## src/rtl/tdm_router_pkg.sv

```systemverilog
// Package: shared helpers for the time-slotted router.
// Assumes: output counts of at least one; a single output still gets a 1-bit select.
package tdm_router_pkg;

    // Width of the output-select field consumed from a header.
    function automatic int port_sel_bits(input int num_out);
        return (num_out > 1) ? $clog2(num_out) : 1;
    endfunction

endpackage

```

## src/rtl/tdm_in_stage.sv

```systemverilog
// Module: tdm_in_stage
// Purpose: one router input. It registers the incoming word (stage 1). It parses
// the source-routed header, holds the selection until end-of-packet and registers
// the word together with a one-hot output select (stage 2).
// Assumes: DATA_W > SEL_W; the header selection sits in the low SEL_W bits.
module tdm_in_stage #(
    parameter int NUM_OUT = 4,
    parameter int DATA_W  = 16,
    parameter int SEL_W   = 2
) (
    input  logic              clk,
    input  logic              rst_n,
    input  logic              in_valid,
    input  logic              in_eop,
    input  logic [DATA_W-1:0] in_data,
    output logic              fwd_valid,
    output logic              fwd_eop,
    output logic [DATA_W-1:0] fwd_data,
    output logic [NUM_OUT-1:0] fwd_sel
);

    logic              s1_valid;
    logic              s1_eop;
    logic [DATA_W-1:0] s1_data;
    logic              in_pkt;
    logic [SEL_W-1:0]  held_port;
    logic              is_hdr;
    logic [SEL_W-1:0]  cur_port;
    logic [DATA_W-1:0] cur_data;
    logic [NUM_OUT-1:0] cur_onehot;

    // Stage 1: one-word input register.
    always_ff @(posedge clk) begin
        if (!rst_n) begin
            s1_valid <= 1'b0;
            s1_eop   <= 1'b0;
            s1_data  <= '0;
        end else begin
            s1_valid <= in_valid;
            s1_eop   <= in_eop;
            s1_data  <= in_data;
        end
    end

    // Header parse: pick the port from a header, or reuse the held one.
    always_comb begin
        is_hdr   = s1_valid && !in_pkt;
        cur_port = is_hdr ? s1_data[SEL_W-1:0] : held_port;
        cur_data = is_hdr ? (s1_data >> SEL_W) : s1_data;
    end

    // Convert the selected port number into a one-hot crossbar select.
    always_comb begin
        for (int o = 0; o < NUM_OUT; o++) begin
            cur_onehot[o] = (32'(cur_port) == o);
        end
    end

    // Packet tracking: a valid word sets or clears in_pkt; idle cycles hold it.
    always_ff @(posedge clk) begin
        if (!rst_n) begin
            in_pkt    <= 1'b0;
            held_port <= '0;
        end else if (s1_valid) begin
            in_pkt    <= !s1_eop;
            held_port <= cur_port;
        end
    end

    // Stage 2: register the parsed word and its one-hot select.
    always_ff @(posedge clk) begin
        if (!rst_n) begin
            fwd_valid <= 1'b0;
            fwd_eop   <= 1'b0;
            fwd_data  <= '0;
            fwd_sel   <= '0;
        end else begin
            fwd_valid <= s1_valid;
            fwd_eop   <= s1_eop;
            fwd_data  <= cur_data;
            fwd_sel   <= s1_valid ? cur_onehot : '0;
        end
    end

    // a forwarded header has its consumed routing bits cleared at the top.
    assert_hdr_shift_R3: assert property (@(posedge clk) disable iff (!rst_n)
        (s1_valid && !in_pkt) |=> (fwd_valid && fwd_data[DATA_W-1 -: SEL_W] == '0));

    // a body word leaves with the selection held from its header.
    assert_port_hold_R4: assert property (@(posedge clk) disable iff (!rst_n)
        (s1_valid && in_pkt) |=> (fwd_sel == (NUM_OUT'(1) << $past(held_port))));

    // an idle cycle leaves the held selection and packet state untouched.
    assert_idle_keeps_state_R6: assert property (@(posedge clk) disable iff (!rst_n)
        !s1_valid |=> ($stable(held_port) && $stable(in_pkt)));

endmodule

```

## src/rtl/tdm_xbar_out.sv

```systemverilog
// Module: tdm_xbar_out
// Purpose: one crossbar output column with its output register (stage 3).
// Assumes: the schedule gives at most one requester per cycle. If it does not,
// the lowest-numbered requester is taken.
module tdm_xbar_out #(
    parameter int NUM_IN = 4,
    parameter int DATA_W = 16
) (
    input  logic                     clk,
    input  logic                     rst_n,
    input  logic [NUM_IN-1:0]        req,
    input  logic [NUM_IN-1:0]        req_eop,
    input  logic [NUM_IN*DATA_W-1:0] req_data,
    output logic                     out_valid,
    output logic                     out_eop,
    output logic [DATA_W-1:0]        out_data
);

    logic              win_v;
    logic              win_e;
    logic [DATA_W-1:0] win_d;

    // Column mux: scan from high to low so that the lowest requester wins.
    always_comb begin
        win_v = 1'b0;
        win_e = 1'b0;
        win_d = '0;
        for (int i = NUM_IN - 1; i >= 0; i--) begin
            if (req[i]) begin
                win_v = 1'b1;
                win_e = req_eop[i];
                win_d = req_data[i*DATA_W +: DATA_W];
            end
        end
    end

    // Stage 3: output register; an unselected output is all zero.
    always_ff @(posedge clk) begin
        if (!rst_n) begin
            out_valid <= 1'b0;
            out_eop   <= 1'b0;
            out_data  <= '0;
        end else begin
            out_valid <= win_v;
            out_eop   <= win_e;
            out_data  <= win_d;
        end
    end

    // the schedule must never send two inputs to one output in one cycle.
    assert_no_conflict_R8: assert property (@(posedge clk) disable iff (!rst_n)
        $onehot0(req));

    // an output with no requester in a cycle is quiet on the next cycle.
    assert_idle_quiet_R7: assert property (@(posedge clk) disable iff (!rst_n)
        (req == '0) |=> (!out_valid && !out_eop && out_data == '0));

endmodule

```

## src/rtl/tdm_router.sv

```systemverilog
// Module: tdm_router
// Purpose: top of the time-slotted, source-routed router. It has NUM_IN input
// stages and NUM_OUT crossbar columns, with a fixed latency of three edges from
// input to output.
// Assumes: offline scheduling prevents output collisions; no flow control exists.
module tdm_router #(
    parameter int NUM_IN  = 4,
    parameter int NUM_OUT = 4,
    parameter int DATA_W  = 16
) (
    input  logic                      clk,
    input  logic                      rst_n,
    input  logic [NUM_IN-1:0]         in_valid,
    input  logic [NUM_IN-1:0]         in_eop,
    input  logic [NUM_IN*DATA_W-1:0]  in_data,
    output logic [NUM_OUT-1:0]        out_valid,
    output logic [NUM_OUT-1:0]        out_eop,
    output logic [NUM_OUT*DATA_W-1:0] out_data
);

    localparam int SEL_W = tdm_router_pkg::port_sel_bits(NUM_OUT);

    logic [NUM_IN-1:0]        s2_valid;
    logic [NUM_IN-1:0]        s2_eop;
    logic [NUM_IN*DATA_W-1:0] s2_data;
    logic [NUM_OUT-1:0]       s2_sel [NUM_IN];
    logic [NUM_IN-1:0]        col_req [NUM_OUT];
    logic [1:0]               since_rst;

    // One parsing input stage per input port.
    for (genvar i = 0; i < NUM_IN; i++) begin : g_in
        tdm_in_stage #(
            .NUM_OUT (NUM_OUT),
            .DATA_W  (DATA_W),
            .SEL_W   (SEL_W)
        ) u_in (
            .clk       (clk),
            .rst_n     (rst_n),
            .in_valid  (in_valid[i]),
            .in_eop    (in_eop[i]),
            .in_data   (in_data[i*DATA_W +: DATA_W]),
            .fwd_valid (s2_valid[i]),
            .fwd_eop   (s2_eop[i]),
            .fwd_data  (s2_data[i*DATA_W +: DATA_W]),
            .fwd_sel   (s2_sel[i])
        );
    end

    // Transpose the per-input one-hot selects into per-output request vectors.
    always_comb begin
        for (int o = 0; o < NUM_OUT; o++) begin
            for (int i = 0; i < NUM_IN; i++) begin
                col_req[o][i] = s2_valid[i] && s2_sel[i][o];
            end
        end
    end

    // One crossbar column per output port.
    for (genvar o = 0; o < NUM_OUT; o++) begin : g_out
        tdm_xbar_out #(
            .NUM_IN (NUM_IN),
            .DATA_W (DATA_W)
        ) u_col (
            .clk       (clk),
            .rst_n     (rst_n),
            .req       (col_req[o]),
            .req_eop   (s2_eop),
            .req_data  (s2_data),
            .out_valid (out_valid[o]),
            .out_eop   (out_eop[o]),
            .out_data  (out_data[o*DATA_W +: DATA_W])
        );
    end

    // Saturating count of edges since reset, so the latency check never looks before reset.
    always_ff @(posedge clk) begin
        if (!rst_n) begin
            since_rst <= '0;
        end else if (since_rst != 2'd3) begin
            since_rst <= since_rst + 2'd1;
        end
    end

    // words leaving now equal the words that entered three edges earlier.
    assert_latency_R2: assert property (@(posedge clk) disable iff (!rst_n)
        (since_rst == 2'd3) |-> ($countones(out_valid) == $past($countones(in_valid), 3)));

    // the cycle after reset, every output is quiet.
    assert_reset_quiet_R1: assert property (@(posedge clk)
        !rst_n |=> (out_valid == '0 && out_eop == '0 && out_data == '0));

endmodule

```

## config.mk

```make
export PLATFORM = sky130hd
export DESIGN_NAME = tdm_router
export DESIGN_NICKNAME = d
export VERILOG_FILES = /design/src/rtl/tdm_router_pkg.sv /design/src/rtl/tdm_in_stage.sv /design/src/rtl/tdm_xbar_out.sv /design/src/rtl/tdm_router.sv
export SDC_FILE = /design/constraint.sdc
export NUM_CORES = 1
export LEC_CHECK = 0
export ABC_AREA = 0
export BUFFER_PORTS_ARGS = -buffer_cell sky130_fd_sc_hd__buf_2
export CELL_PAD_IN_SITES_DETAIL_PLACEMENT = 1
export CELL_PAD_IN_SITES_GLOBAL_PLACEMENT = 1
export CORE_MARGIN = 2
export CORE_UTILIZATION = 46
export CTS_CLUSTER_DIAMETER = 200
export CTS_CLUSTER_SIZE = 30
export DETAILED_ROUTE_END_ITERATION = 12
export PLACE_DENSITY = 0.9
export SYNTH_ARGS = -nofsm -noshare
export SYNTH_HDL_FRONTEND = slang
export SYNTH_SLANG_ARGS = --single-unit
```

## constraint.sdc

```tcl
create_clock -name clk -period 3.2 [get_ports clk]
set_input_delay 0.32 -clock clk [delete_from_list [all_inputs] [get_ports clk]]
set_output_delay 0.32 -clock clk [all_outputs]
set_load 0.01 [all_outputs]
```

==> run summary, run 1 <==
number of instances in the placed design - 1,398
initial antenna violation count - 0
Finished Layout Cells - 1,412
Netlist Area Pre-Place - 9560 µm²
# DRC - 0
clk buf depth - 3
hold path startpoint - in_data[32]
Area after DPL - 10,100 µm²
FP Rows - 52
Worst Max-Slew Pin Slew - 1.12 ns
WP data arrival - 2.80 ns
first-pass GRT wire length - 47,000 µm
worst setup path category - flop to flop
Syn Inst Count - 1,076
height of the chip - 148 µm
commonest non-fill, non-tap cell in the layout - dfxtp_1
min-delay worst type - input port to flop
number of enable flip-flop cells after synthesis - 0
syn avg cell area - 8.88 µm²
most frequent cells in the layout - dfxtp_1 (244), nand2_1 (198), buf_2 (145)
hold depth - 2
final hold violation count - 0
CTS H-tree depth - 1
flops & latches, synth - 244
vias in the first global route - 8,349
Synth area leaders - dfxtp_1 (51%), nand2_1 (7.8%), and2_1 (5.4%)
share of the synthesized area in the top cell type - 51.1%
Clock Sinks - 244
Setup crit end kind - flop
crit-path cells - nand2_2 > a221o_1 > a31oi_1
drt pass-1 iters - 7
sequential fraction of the synthesis area - 51.1%
hold slack - 0.0185 ns
Final Cell Area - 10,500 µm²
Post-CTS Hold Buffers - 0
Final setup viols - 0
critical-path maximum fanout - 42
grt total ovfl - 0
clk_skew - 0.0318 ns
FF-to-FF End - g_out[2].u_col.out_data[11]$_SDFF_PN0_
CP max stage delay - 1.08 ns
clock root buffer - clkbuf_16
Final TNS setup - 0 ns
synth unique cells - 33
Setup crit start kind - flop
Max Slew Vio Count - 0
FF-to-FF setup slack - 0.81 ns
via count - 8,337
min Tclk post-route - 2.39 ns
insertion delay of the later-clocked pin in the worst-skew pair - 0.50 ns
Fmax - 0.418 GHz
dpl hpwl - 21,900 µm
cts repair resizes - 0
IO Port Bufs - 145
Yosys warning total - 0
initial cell density of the core - 47.1%
worst r2r src - g_in[2].u_in.fwd_valid$_SDFF_PN0_
ys flop type - dfxtp_1
# IOs - 146
largest net degree at the start of global routing - 67
WL per Instance - 21.5 µm
ANT nets after route - 0
Die W - 148 µm
1st-iter DRT viols - 790
antenna cells - 0
slew margin rel. - 25.0%
Layout area overhead - 9.40%
Core Region - 20,300 µm²
slowest CP cell - dfxtp_1
power per standard cell area - 503 nW/µm²
clock slew at reported path FFs - 0.12 ns
Yosys top cell by area - dfxtp_1
Final nets - 1,216
buffer count from post-CTS setup fixing - 0
Total GRT Usage - 27.5%
CTS tree - yes
worst setup path start - g_in[2].u_in.fwd_valid$_SDFF_PN0_
ys async rst share - 0%
Syn Nets - 1,150
Placer Congestion - 0.972
r2r worst-path depth - 3
run status - finished, final reports clean
die area - 21,900 µm²
share of cells above drive strength 1 - 16.8%
Via density - 5.90
CTS Buf Count - 12
worst vdd ir - 0.000372 V
Leak - 4.16 nW
Worst Path Required - 3.61 ns
routed wire length - 30,400 µm
post-route clock period utilization - 74.7%
capture point of the critical path - g_out[2].u_col.out_data[11]$_SDFF_PN0_
Max-Cap Viols - 0
RSZ-0062 raised after global routing - no
## Yosys cell counts (6+ instances only)
cell type / count
dfxtp_1: 244
nand2_1: 198
and2_1: 83
a21oi_1: 60
o21ai_0: 59
nand3_1: 49
a221o_1: 45
a31oi_1: 45
clkbuf_1: 37
buf_2: 33
and3_1: 32
nor2_1: 24
a311oi_1: 23
nand2b_1: 20
nor2b_1: 19
buf_6: 16
o21ai_1: 16
buf_4: 14
o22ai_1: 8
buf_1: 6
mux2_2: 6
mux2i_1: 6
o211ai_1: 6
## how the worst min path moves through the flow
| stage | endpoint | slack, ns |
|---|---|---|
| after CTS | g_in[0].u_in.s1_data[7]$_SDFF_PN0_ | 0.006 |
| after detailed placement | g_in[0].u_in.in_pkt$_SDFFE_PN0P_ | 0.43 |
| after global routing | g_in[0].u_in.s1_data[15]$_SDFF_PN0_ | 0.02 |
| after floorplan | g_in[1].u_in.in_pkt$_SDFFE_PN0P_ | 0.41 |
| final | g_in[2].u_in.s1_data[0]$_SDFF_PN0_ | 0.02 |
| after global placement | g_in[1].u_in.in_pkt$_SDFFE_PN0P_ | 0.42 |
## power by group
part	switching, mW	leakage (nW)	internal (mW)
clock network	0.967	0.166	0.710
logic	0.189	2.00	0.132
registers	0.123	2.00	3.14
## area by class of cell
cell class | instances | area [µm²]
well taps | 270 | 338
clock buffers | 12 | 300
fillers | 2464 | 9850
clock inverters | 2 | 46.3
repair buffers | 159 | 831
multi-input cells | 719 | 4030
inverters | 6 | 22.5
flip-flops and latches | 244 | 4880
## per-stage QoR
stage / setup WS [ns] / power, mW / utilization [%]
global route: 0.673 / 5.45 / 51.5
finish: 0.810 / 5.26 / 51.5
global placement: 0.995 / 3.62 / 49.8
CTS: 0.890 / 5.30 / 51.5
detailed placement: 0.897 / 3.65 / 49.8
floorplan: 1.91 / 3.49 / -
## state kept, by name, summed over array words and instances (netlist names)
name / flops
g_in.u_in.fwd_valid: 4
g_in.u_in.held_port: 8
g_out.u_col.out_eop: 4
g_in.u_in.s1_valid: 4
g_in.u_in.fwd_eop: 4
g_in.u_in.fwd_data: 64
g_in.u_in.fwd_sel: 16
g_out.u_col.out_valid: 4
g_out.u_col.out_data: 64
g_in.u_in.in_pkt: 4
g_in.u_in.s1_eop: 4
g_in.u_in.s1_data: 64
## critical path: cells and delay by family, from the launching register on
| family | cells | cell delay, ns |
|---|---|---|
| AO/OA/AOI/OAI | 2 | 0.66 |
| AND/OR/NAND/NOR | 1 | 0.56 |
| flip-flops | 1 | 1.08 |
## cell families after synthesis
group	after synthesis	share of synthesized area, %
and+or+nand+nor	434	22.0
AOI/OAI and AO/OA	273	18.8
DFF	244	51.1
buffers and inverters	113	6.69
muxes	12	1.34
## per-layer routing
metal	share of wire (%)	track usage [%]	routed length, µm	vias to the layer above
met3	8.4	5.03	2560	86
met5	0	0	0	-
met1	41	35.5	12400	4018
li1	-	-	-	3829
met2	46	44.9	14000	404
met4	4.7	12.4	1440	0
Note: power is estimated with default switching activity, not from simulation.
==> inputs of run 2 (changes only) <==
Settings changed: CORE_UTILIZATION 46 to 38, PLACE_DENSITY 0.9 to 0.81.
Clock period 3.2 ns to 1.95 ns, I/O delays scaled along.
==> run 2 against run 1 <==
- combinational power is 120% higher
- sequential cell count is the same
- register-to-register slack lost 0.42 ns
- fmax rose by 53%
- clock power increased by 68%
- worst setup slack lost 0.42 ns
- wire length rose by 11%
- sequential share of layout area decreased by 3.9 points
- largest power group unchanged
- final cell count rose by 10%
- critical path type unchanged
==> run summary, run 2 (synthesis gave the netlist of run 1 again) <==
CTS Buf Count - 12
first-pass GRT wire length - 50,800 µm
FP Rows - 58
Area after DPL - 10,300 µm²
worst r2r src - g_in[2].u_in.fwd_sel[3]$_SDFF_PN0_
commonest non-fill, non-tap cell in the layout - dfxtp_1
cts repair resizes - 0
Final setup viols - 0
Core Region - 25,000 µm²
antenna cells - 0
Worst Path Required - 2.38 ns
min setup slack post-route - 0.386 ns
Total GRT Usage - 25.0%
Overall Power - 8.87 mW
most frequent cells in the layout - dfxtp_1 (244), nand2_1 (198), buf_2 (145)
Leak - 4.56 nW
number of instances in the placed design - 1,473
1st-iter DRT viols - 773
Max-Cap Viols - 0
Hold Path Sink - g_out[0].u_col.out_data[13]$_SDFF_PN0_
routed wire length - 33,600 µm
WL per Instance - 21.6 µm
Max Slew Vio Count - 0
Worst Max-Slew Pin Slew - 0.664 ns
clk_skew - 0.0315 ns
grt total ovfl - 0
post-route clock period utilization - 80.2%
vias in the first global route - 8,781
hold depth - 4
Placer Congestion - 0.952
via count - 8,647
Fmax - 0.639 GHz
# IOs - 146
FF-to-FF setup slack - 0.39 ns
Finished Layout Cells - 1,559
CTS tree - yes
power per standard cell area - 778 nW/µm²
dpl hpwl - 23,100 µm
largest net degree at the start of global routing - 100
CTS H-tree depth - 1
Via density - 5.55
min-delay worst type - input port to flop
die area - 26,400 µm²
RSZ-0062 raised after global routing - no
initial cell density of the core - 38.3%
dpl ws - 0.423 ns
worst setup path category - flop to flop
critical-path maximum fanout - 18
final hold violation count - 0
Final nets - 1,303
Final Cell Area - 11,400 µm²
Setup crit end kind - flop
Top Registers - g_in.u_in.fwd_data: 64 flops, g_in.u_in.s1_data: 64 flops, g_out.u_col.out_data: 64 flops
share of cells above drive strength 1 - 16.8%
hold slack - 0.252 ns
clock root buffer - clkbuf_16
min Tclk post-route - 1.56 ns
buffer count from post-CTS setup fixing - 0
clock slew at reported path FFs - 0.13 ns
worst vdd ir - 0.000684 V
Final Util - 45.7%
drt pass-1 iters - 5
run status - finished, final reports clean
IO Port Bufs - 145
initial antenna violation count - 0
height of the chip - 163 µm
insertion delay of the later-clocked pin in the worst-skew pair - 0.50 ns
Layout area overhead - 19.3%
WP data arrival - 1.99 ns
Setup crit start kind - flop
slew margin rel. - 55.7%
ANT nets after route - 0
Clock Sinks - 244
hold path startpoint - rst_n
# DRC - 0
Final TNS setup - 0 ns
clk buf depth - 3
r2r worst-path depth - 3
FF-to-FF End - g_out[3].u_col.out_data[8]$_SDFF_PN0_
Die W - 163 µm
run 2: cell count changes in the layout (fill, tap and decap cells not counted):
cell,before,now
buf_4,14,26
buf_12,0,3
dlygate4sd3_1,0,72
run 2: final cells by class:
type / count / area (µm²)
inverter: 6 / 22.5
sequential: 244 / 4880
clock inverter: 2 / 46.3
clock buffer: 12 / 300
tap: 330 / 413
timing repair buffer: 246 / 1700
fill: 2956 / 13600
multi-input combinational: 719 / 4030
run 2: how the worst max path moves through the flow:
stage	from	end	slack, ns	cells after the start
after global placement	g_in[2].u_in.fwd_valid$_SDFF_PN0_	g_out[0].u_col.out_data[15]$_SDFF_PN0_	0.42	3
after global routing	g_in[2].u_in.fwd_sel[1]$_SDFF_PN0_	g_out[1].u_col.out_data[3]$_SDFF_PN0_	0.30	4
final	g_in[2].u_in.fwd_sel[3]$_SDFF_PN0_	g_out[3].u_col.out_data[8]$_SDFF_PN0_	0.39	3
after CTS	g_in[2].u_in.fwd_valid$_SDFF_PN0_	g_out[2].u_col.out_data[5]$_SDFF_PN0_	0.42	3
after detailed placement	g_in[2].u_in.fwd_valid$_SDFF_PN0_	g_out[0].u_col.out_data[15]$_SDFF_PN0_	0.42	3
after floorplan	g_in[3].u_in.fwd_valid$_SDFF_PN0_	g_out[1].u_col.out_data[15]$_SDFF_PN0_	0.66	6
run 2: worst max-delay path, cell delays in order, from the launching register on:
cell and delay (ns):
dfxtp_1 0.53, nand2_2 0.34, a221o_1 0.41, a31oi_1 0.20
run 2: metal layers:
layer / GRT usage, % / share of wire, %
met1: 32.3 / 42
met5: 0 / 0
met4: 9.73 / 3.8
met2: 42.1 / 48
met3: 4.02 / 6.3
run 2: where the power goes:
group	internal (mW)	leakage (nW)	switching [mW]
registers	5.16	2.00	0.195
logic	0.327	2.39	0.364
clock network	1.17	0.166	1.66
total	6.65	4.56	2.22
run 2: what timing repair did:
item | 4_1_cts | 5_1_grt
endpoints found under the hold margin | 72 | 0
setup endpoints to repair | 0 | 0
hold buffers | 72 | 0
==> inputs of run 3 (changes only) <==
Settings changed: ABC_AREA 0 to 1, CORE_UTILIZATION 38 to 41, PLACE_DENSITY 0.81 to 0.85.
Clock period 1.95 ns to 1.5 ns, I/O delays scaled along.
==> run 3 against run 2 <==
- largest power group unchanged
- sequential power increased by 30%
- area after synthesis up 4.0%
- die area is 3.5% lower
- sequential share of layout area is 2.4 points lower
- first-iteration DRC count is 9.3% lower
- critical endpoint is now g_out[2].u_col.out_data[12]$_SDFF_PN0_
- combinational power is 61% higher
- fmax rose by 8.1%
- sequential cell count is the same
==> run summary, run 3 <==
Placer Congestion - 0.877
most frequent cells after synthesis - dfxtp_1 (244), inv_1 (209), nand2_1 (203)
# IOs - 146
Fmax - 0.691 GHz
worst setup path category - flop to flop
number of instances in the placed design - 1,786
ys async rst share - 0%
Die W - 160 µm
clk buf depth - 3
Synth area leaders - dfxtp_1 (49%), o21ai_0 (10%), nand3_1 (9.9%)
syn avg cell area - 7.16 µm²
insertion delay of the later-clocked pin in the worst-skew pair - 0.51 ns
buffer count from post-CTS setup fixing - 0
flops & latches, synth - 244
Clock Sinks - 244
Setup crit start kind - flop
Worst Max-Slew Pin Slew - 0.474 ns
IO Port Bufs - 145
synth unique cells - 18
Total GRT Usage - 28.6%
1st-iter DRT viols - 701
slew margin rel. - 68.3%
WL per Instance - 19.7 µm
Final nets - 1,632
dpl hpwl - 24,700 µm
ANT nets after route - 0
grt total ovfl - 0
power per standard cell area - 981 nW/µm²
largest net degree at the start of global routing - 71
min Tclk post-route - 1.45 ns
Layout area overhead - 21.5%
CTS tree - yes
run status - finished, final reports clean
Top Registers - g_in.u_in.fwd_data: 64 flops, g_in.u_in.s1_data: 64 flops, g_out.u_col.out_data: 64 flops
min-delay worst type - input port to flop
sequential fraction of the synthesis area - 49.1%
post-route clock period utilization - 96.4%
Core Region - 23,600 µm²
Yosys warning total - 0
routed wire length - 37,000 µm
via count - 10,100
share of the synthesized area in the top cell type - 49.1%
Final setup viols - 0
clock slew at reported path FFs - 0.12 ns
WP data arrival - 1.85 ns
Final TNS setup - 0 ns
most frequent cells in the layout - dfxtp_1 (241), inv_1 (209), nand2_1 (202)
clk_skew - 0.0353 ns
Max-Cap Viols - 0
number of enable flip-flop cells after synthesis - 0
crit-path cells - nand2_2 > nand2_1 > nand3_1 > a21oi_1
share of cells above drive strength 1 - 13.2%
Setup crit end kind - flop
Netlist Area Pre-Place - 9940 µm²
Via density - 5.40
clock root buffer - clkbuf_16
slowest CP cell - dfxtp_2
most common cell in the synthesized netlist - dfxtp_1
Worst Path Required - 1.90 ns
initial antenna violation count - 1
first-pass GRT wire length - 58,100 µm
Syn Inst Count - 1,389
worst vdd ir - 0.000595 V
CP max stage delay - 0.46 ns
vias in the first global route - 10,400
commonest non-fill, non-tap cell in the layout - dfxtp_1
Max Slew Vio Count - 0
RSZ-0062 raised after global routing - no
CTS Buf Count - 12
ys flop type - dfxtp_1
final hold violation count - 0
drt pass-1 iters - 5
height of the chip - 160 µm
# DRC - 0
Leak - 5.71 nW
FP Rows - 56
antenna cells - 0
critical-path maximum fanout - 19
Finished Layout Cells - 1,877
die area - 25,500 µm²
CTS H-tree depth - 1
initial cell density of the core - 42.1%
Syn Nets - 1,463
Yosys top cell by area - dfxtp_1
run 3: cell count changes after synthesis, sizes merged, moves of 20 or more:
cell / change
inv: +204
nand2b: -20
nor2: +107
nand3: +148
o21ai: +126
a221o: -45
a311oi: -23
and2: -86
a21oi: +20
a31oi: -41
and3: -32
run 3: worst max-delay path: cells and delay by family (launching register included):
kind / cells / cell delay [ns]
flip-flops: 1 / 0.46
AO/OA/AOI/OAI: 1 / 0.29
AND/OR/NAND/NOR: 3 / 0.58
run 3: path summary, 6_finish.rpt:
path              cells after the start                                      to                         startpoint  slack (ns)
setup / recovery                      4  g_out[2].u_col.out_data[12]$_SDFF_PN0_  g_in[2].u_in.fwd_valid$_SDFF_PN0_        0.05
hold / removal                        3        g_in[1].u_in.in_pkt$_SDFFE_PN0P_                              rst_n        0.02
setup reg to reg                      4  g_out[2].u_col.out_data[12]$_SDFF_PN0_  g_in[2].u_in.fwd_valid$_SDFF_PN0_        0.05
hold reg to reg                       1        g_in[0].u_in.in_pkt$_SDFFE_PN0P_     g_in[0].u_in.s1_eop$_SDFF_PN0_        0.44
run 3: per-stage QoR:
stage / setup WS, ns / instance area [µm²] / hold WS [ns] / util (%) / total power [mW]
6_report: 0.0536 / 12100 / 0.0222 / 51.1 / 11.8
5_1_grt: 0.00855 / 12100 / 0.0798 / 51.1 / 12.3
4_1_cts: 0.0524 / 12100 / 0.0150 / 51.1 / 11.8
3_5_place_dp: 0.0922 / 10900 / 0.336 / 46.3 / 7.99
3_3_place_gp: 0.115 / 10900 / 0.332 / 46.3 / 7.94
2_1_floorplan: 0.375 / 9940 / 0.248 / - / 7.56
run 3: where the power goes:
part           total (mW)  switching (mW)  internal [mW]
clock network        3.78            2.17           1.61
logic                1.11           0.673          0.440
registers            6.95           0.204           6.74
run 3: layer usage:
| metal | share of wire [%] | vias to the layer above | global-route usage [%] |
|---|---|---|---|
| met5 | 0 | - | 0 |
| met2 | 49 | 440 | 50.0 |
| met1 | 40 | 4878 | 34.7 |
| li1 | - | 4698 | - |
| met4 | 5.4 | 0 | 15.1 |
| met3 | 5.8 | 117 | 3.19 |
run 3: logic make-up (layout without fill, tap and decap cells):
kind of cell           count (synthesis)  after routing  share of synthesized area, %
and+or+nand+nor                      544            544                          23.3
buffers and inverters                315            484                          13.1
AOI/OAI and AO/OA                    286            286                          14.5
DFF                                  244            244                          49.1
run 3: final cells by class:
type / count / area [µm²]
sequential: 244 / 4890
timing repair buffer: 260 / 1890
clock buffer: 13 / 325
inverter: 210 / 788
fill: 3022 / 11500
clock inverter: 1 / 30.0
tap: 319 / 399
multi-input combinational: 830 / 3750
run 3: what timing repair did:
item / CTS / global route
endpoints found under the setup margin: 0 / 16
resized for setup: 0 / 6
hold buffers: 77 / 0
endpoints found under the hold margin: 72 / 0
